[config.mk]
export PLATFORM = sky130hd
export DESIGN_NAME = idm_router
export DESIGN_NICKNAME = d
export VERILOG_FILES = /design/src/rtl/idm_pkg.sv /design/src/rtl/idm_sfr_map.sv /design/src/rtl/idm_route.sv /design/src/rtl/idm_rdret.sv /design/src/rtl/idm_router.sv
export SDC_FILE = /design/constraint.sdc
export NUM_CORES = 1
export LEC_CHECK = 0
export BUFFER_PORTS_ARGS = -buffer_cell sky130_fd_sc_hd__buf_2
export CORE_MARGIN = 2
export CORE_UTILIZATION = 38
export DETAILED_ROUTE_END_ITERATION = 12
export GPL_TIMING_DRIVEN = 0
export HOLD_SLACK_MARGIN = 0.15
export PLACE_DENSITY = 0.9
export SLEW_MARGIN = 10
export SYNTH_ARGS = -nofsm -noshare
export SYNTH_HDL_FRONTEND = slang
export SYNTH_SLANG_ARGS = --single-unit
[constraint.sdc]
create_clock -name clk -period 1.94 [get_ports clk]
set_input_delay 0.097 -clock clk [delete_from_list [all_inputs] [get_ports clk]]
set_output_delay 0.097 -clock clk [all_outputs]
set_load 0.02 [all_outputs]
[src/rtl/idm_pkg.sv]
package idm_pkg;

  // Source of the data returned for a read request
  typedef enum logic [1:0] {
    SRC_NONE = 2'd0,
    SRC_RAM  = 2'd1,
    SRC_SFR  = 2'd2
  } idm_src_e;

endpackage

[src/rtl/idm_sfr_map.sv]
module idm_sfr_map #(
  parameter int          AW       = 8,
  parameter logic [(1<<(AW-1))-1:0] SFR_IMPL = {((1<<(AW-1))/8){8'h01}}
) (
  input  logic [AW-2:0] offset,
  output logic          present
);

  localparam int SLOTS = 1 << (AW - 1);

  logic [SLOTS-1:0] hit;

  // One decoded slot per possible SFR offset, gated by the mask
  for (genvar s = 0; s < SLOTS; s++) begin : g_slot
    assign hit[s] = SFR_IMPL[s] && (offset == s[AW-2:0]);
  end

  assign present = |hit;

endmodule

[src/rtl/idm_route.sv]
module idm_route
  import idm_pkg::*;
#(
  parameter int AW = 8,
  parameter logic [(1<<(AW-1))-1:0] SFR_IMPL = {((1<<(AW-1))/8){8'h01}}
) (
  input  logic     [AW-1:0] addr,
  input  logic              ind,
  input  logic              rd,
  input  logic              wr,
  output logic              ram_re,
  output logic              ram_we,
  output logic              sfr_re,
  output logic              sfr_we,
  output logic              rd_go,
  output idm_src_e          rd_src
);

  logic upper;
  logic to_sfr;
  logic present;
  logic wr_go;

  idm_sfr_map #(
    .AW       (AW),
    .SFR_IMPL (SFR_IMPL)
  ) i_map (
    .offset  (addr[AW-2:0]),
    .present (present)
  );

  // Upper window + direct mode selects the SFR space; mode decides, not address
  assign upper  = addr[AW-1];
  assign to_sfr = upper && !ind;

  // Write has priority over a simultaneous read
  assign wr_go = wr;
  assign rd_go = rd && !wr;

  assign ram_we = wr_go && !to_sfr;
  assign ram_re = rd_go && !to_sfr;
  assign sfr_we = wr_go && to_sfr && present;
  assign sfr_re = rd_go && to_sfr && present;

  always_comb begin
    rd_src = SRC_NONE;
    if (rd_go) begin
      if (!to_sfr)      rd_src = SRC_RAM;
      else if (present) rd_src = SRC_SFR;
      else              rd_src = SRC_NONE;
    end
  end

endmodule

[src/rtl/idm_rdret.sv]
module idm_rdret
  import idm_pkg::*;
#(
  parameter int DW = 8
) (
  input  logic          clk,
  input  logic          rst,
  input  logic          rd_go,
  input  idm_src_e      rd_src,
  input  logic [DW-1:0] ram_rdata,
  input  logic [DW-1:0] sfr_rdata,
  output logic [DW-1:0] rd_data
);

  logic          valid_q;
  idm_src_e      src_q;
  logic [DW-1:0] hold_q;
  logic [DW-1:0] picked;

  always_ff @(posedge clk) begin
    if (rst) begin
      valid_q <= 1'b0;
      src_q   <= SRC_NONE;
      hold_q  <= '0;
    end else begin
      valid_q <= rd_go;
      src_q   <= rd_src;
      hold_q  <= rd_data;
    end
  end

  always_comb begin
    case (src_q)
      SRC_RAM: picked = ram_rdata;
      SRC_SFR: picked = sfr_rdata;
      default: picked = '0;
    endcase
  end

  // Fresh target data in the cycle after a read; the last value otherwise
  assign rd_data = valid_q ? picked : hold_q;

endmodule

[src/rtl/idm_router.sv]
module idm_router
  import idm_pkg::*;
#(
  parameter int AW = 8,
  parameter int DW = 8,
  parameter logic [(1<<(AW-1))-1:0] SFR_IMPL = {((1<<(AW-1))/8){8'h01}}
) (
  input  logic          clk,
  input  logic          rst,
  input  logic [AW-1:0] acc_addr,
  input  logic          acc_ind,
  input  logic          acc_rd,
  input  logic          acc_wr,
  input  logic [DW-1:0] acc_wdata,
  output logic [AW-1:0] ram_addr,
  output logic          ram_re,
  output logic          ram_we,
  output logic [DW-1:0] ram_wdata,
  input  logic [DW-1:0] ram_rdata,
  output logic [AW-1:0] sfr_addr,
  output logic          sfr_re,
  output logic          sfr_we,
  output logic [DW-1:0] sfr_wdata,
  input  logic [DW-1:0] sfr_rdata,
  output logic [DW-1:0] rd_data
);

  logic     rd_go;
  idm_src_e rd_src;

  idm_route #(
    .AW       (AW),
    .SFR_IMPL (SFR_IMPL)
  ) i_route (
    .addr   (acc_addr),
    .ind    (acc_ind),
    .rd     (acc_rd),
    .wr     (acc_wr),
    .ram_re (ram_re),
    .ram_we (ram_we),
    .sfr_re (sfr_re),
    .sfr_we (sfr_we),
    .rd_go  (rd_go),
    .rd_src (rd_src)
  );

  idm_rdret #(
    .DW (DW)
  ) i_rdret (
    .clk       (clk),
    .rst       (rst),
    .rd_go     (rd_go),
    .rd_src    (rd_src),
    .ram_rdata (ram_rdata),
    .sfr_rdata (sfr_rdata),
    .rd_data   (rd_data)
  );

  assign ram_addr  = acc_addr;
  assign ram_wdata = acc_wdata;
  assign sfr_addr  = acc_addr;
  assign sfr_wdata = acc_wdata;

  // never two targets or two directions at once
  a_r6_single_enable: assert property (@(posedge clk) disable iff (rst)
    $onehot0({ram_re, ram_we, sfr_re, sfr_we}));

  // indirect accesses never touch the SFR bus
  a_r3_indirect_no_sfr: assert property (@(posedge clk) disable iff (rst)
    acc_ind |-> (!sfr_re && !sfr_we));

  // direct upper-window accesses never touch the RAM
  a_r4_direct_upper_no_ram: assert property (@(posedge clk) disable iff (rst)
    (!acc_ind && acc_addr[AW-1]) |-> (!ram_re && !ram_we));

  // RAM read data appears one clock after the RAM read enable
  a_r5_ram_return: assert property (@(posedge clk) disable iff (rst)
    ram_re |=> (rd_data == ram_rdata));

  // SFR read data appears one clock after the SFR read enable
  a_r5_sfr_return: assert property (@(posedge clk) disable iff (rst)
    sfr_re |=> (rd_data == sfr_rdata));

  // a collision keeps the returned data and starts no read
  a_r8_collision_hold: assert property (@(posedge clk) disable iff (rst)
    (acc_rd && acc_wr) |=> (rd_data == $past(rd_data)));

  a_r8_collision_no_read: assert property (@(posedge clk) disable iff (rst)
    (acc_rd && acc_wr) |-> (!ram_re && !sfr_re));

  // a direct upper read that reaches no target returns zero
  a_r7_absent_zero: assert property (@(posedge clk) disable iff (rst)
    (acc_rd && !acc_wr && !acc_ind && acc_addr[AW-1] && !sfr_re) |=> (rd_data == '0));

endmodule

==> run metrics <==
hold endpoint i_rdret.hold_q[0]; Max Cap Viol 0; Ports 81; Max-slew headroom 65.5%; die area 2590 µm²; Hold Crit Depth 3; floorplan row count 16; Critical Path Fanout Max 8; Mapped Nets 137; Setup-failing EPs final 0; Antenna diodes 0; Critical Path Start Type flop; PwrDens 448 nW/µm²; CTS Root Cell clkbuf_4; Final min period 1840 ps; unrepaired setup endpoints after global routing false; final core utilization 66.2%; R2R cell count 6; cells after synthesis 98; final hold viol count 0; Clock Latency Late Sink 280 ps; Hold Crit Start ram_rdata[0]; die height 50.9 µm; Leak 0.660 nW; Yosys warnings 0; Initial Utilization 41.3%; Final GP Congestion 0.745; # port buffers 68; TritonCTS clock tree built; drt initial violations 15; Peak VDD IR 0.000356 V; Worst-Margin Slew 518 ps; Reg2Reg Setup Slack 140 ps; wire per inst 12.2 µm; DP Area 1210 µm²; Total GRT Usage 19.4%; number of global-route vias before repair 933; slowest stage cell on the critical path dfxtp_1; TNS Setup 0 ps; DRC 0; most common cell after layout, fill and taps aside buf_2; CP Class reg2out; WL final 2.52 mm; Critical Path AT 1740 ps; CP Capture Type output pin; die width 50.9 µm; Mean Syn Cell Area 8.53 µm²; commonest non-fill, non-tap cells in the layout buf_2 (69), buf_4 (33), dfxtp_1 (11), inv_1 (10), dlygate4sd3_1 (9); Nets 219; Yosys cell types 18; placed cells 193; R2R Path Start i_rdret.src_q[0]; clk sink count 11; required time worst endpoint 1840 ps; fin area 1340 µm²; CP cell instances inv_1 -> ha_1 -> nand2b_1 -> clkbuf_1 -> o22ai_1 -> buf_2; Avg Vias per Cell 4.81; drt pass-1 iters 4; ANT nets after route 0; Worst R2R End i_rdret.hold_q[3]; Crit path largest cell delay 340 ps; top cell family by delay on the critical path buffers and inverters; CTS clk-pin slew, worst paths 70 ps; post-route insts no fill 206; layout cells sized above 1 62.6%; number of buffers added for setup after CTS 0; TritonCTS Buffers 3; crit share post-route 94.9%; fin. max-slew vios 0; Critical path buffers and inverters 3; first-pass GRT wire length 3.83 mm; f_max 0.543 GHz; Post-Syn Area 836 µm²; Power Total 0.599 mW; CTS max path bufs 2; initial antenna violation count 0; Final HPWL DP 1.90 mm; core area 2020 µm²; Hold WC Path Type in2reg; vias 990; Seq/Total Area, Yosys 26.3%; aggregate global routing overflow 0; Area Overhead vs Synth 60.0%; H-tree Lvls 1; status finished clean; Yosys reg bits 11; Worst Skew 4.08 ps; largest net degree at the start of global routing 11
[worst register-to-register path, stage by stage, from the launching register on]
cell	delay (ps)
dfxtp_1	340
inv_1	60
ha_1	200
clkbuf_2	200
a22oi_2	230
dlygate4sd3_1	580
o32ai_1	70
[metrics by stage]
stage | hold WS [ps] | setup WS, ps
global route | 168 | 0.409
global placement | 325 | 520
CTS | 150 | 108
finish | 144 | 98.1
detailed placement | 333 | 427
floorplan | 171 | 547
[report_power, final]
| part | switching, mW | internal (mW) |
|---|---|---|
| Sequential | 0.000679 | 0.227 |
| Clock | 0.0876 | 0.0799 |
| Combinational | 0.101 | 0.102 |
[synthesized netlist by cell type]
cell type | number | area (µm²)
a22oi_1 | 8 | 60.1
buf_4 | 33 | 248
nor3_1 | 2 | 10.0
inv_1 | 10 | 37.5
buf_2 | 1 | 5.00
nor4_4 | 1 | 21.3
o22ai_1 | 8 | 50.1
nor2_1 | 2 | 7.51
ha_1 | 2 | 25.0
clkbuf_1 | 5 | 18.8
o32ai_1 | 8 | 70.1
dfxtp_1 | 11 | 220
and2b_2 | 1 | 8.76
or4b_4 | 1 | 13.8
nand2b_1 | 2 | 12.5
or3b_1 | 1 | 8.76
nor3b_2 | 1 | 12.5
nor2b_1 | 1 | 6.26
[cell families (layout without fill, tap and decap cells)]
logic type	count (synthesis)	in the layout	synth area share (%)
AO/OA/AOI/OAI	24	24	21.6
AND/OR/NAND/NOR	12	12	12.1
flip-flops	11	11	26.3
buffers and inverters	49	130	37.0
adder cells (fa/ha/maj)	2	2	2.99
[worst max-delay path by stage]
stage                          start                 to  slack, ps  depth (start not counted)
floorplan           i_rdret.src_q[0]         rd_data[0]        550                          5
global placement    i_rdret.src_q[0]         rd_data[2]        520                          6
detailed placement  i_rdret.src_q[0]         rd_data[3]        430                          6
CTS                 i_rdret.src_q[0]  i_rdret.hold_q[7]        110                          6
global route        i_rdret.src_q[0]         rd_data[0]        0.4                          6
finish              i_rdret.src_q[0]         rd_data[6]        100                          6
[per-layer routing]
layer	track usage, %	routed length (µm)
met1	19.2	909
met2	36.8	1210
met3	3.51	245
met4	11.7	159
met5	0	0
[layout make-up]
type	count	area, µm²
tap	27	33.8
buffer	39	273
fill	179	684
inverter	10	37.5
timing repair buffer	77	430
clock buffer	4	26.3
multi-input combinational	38	317
sequential	11	220
[repair_timing]
action                                  CTS  global route
hold buffers                              9             0
endpoints found under the hold margin     5             0
endpoints found under the setup margin    0             2
resized for setup                         0             4
[sequential cells by signal (all words and copies together) (netlist names)]
name             count
i_rdret.src_q        2
i_rdret.valid_q      1
i_rdret.hold_q       8
Power figures use the tool's default switching activity.
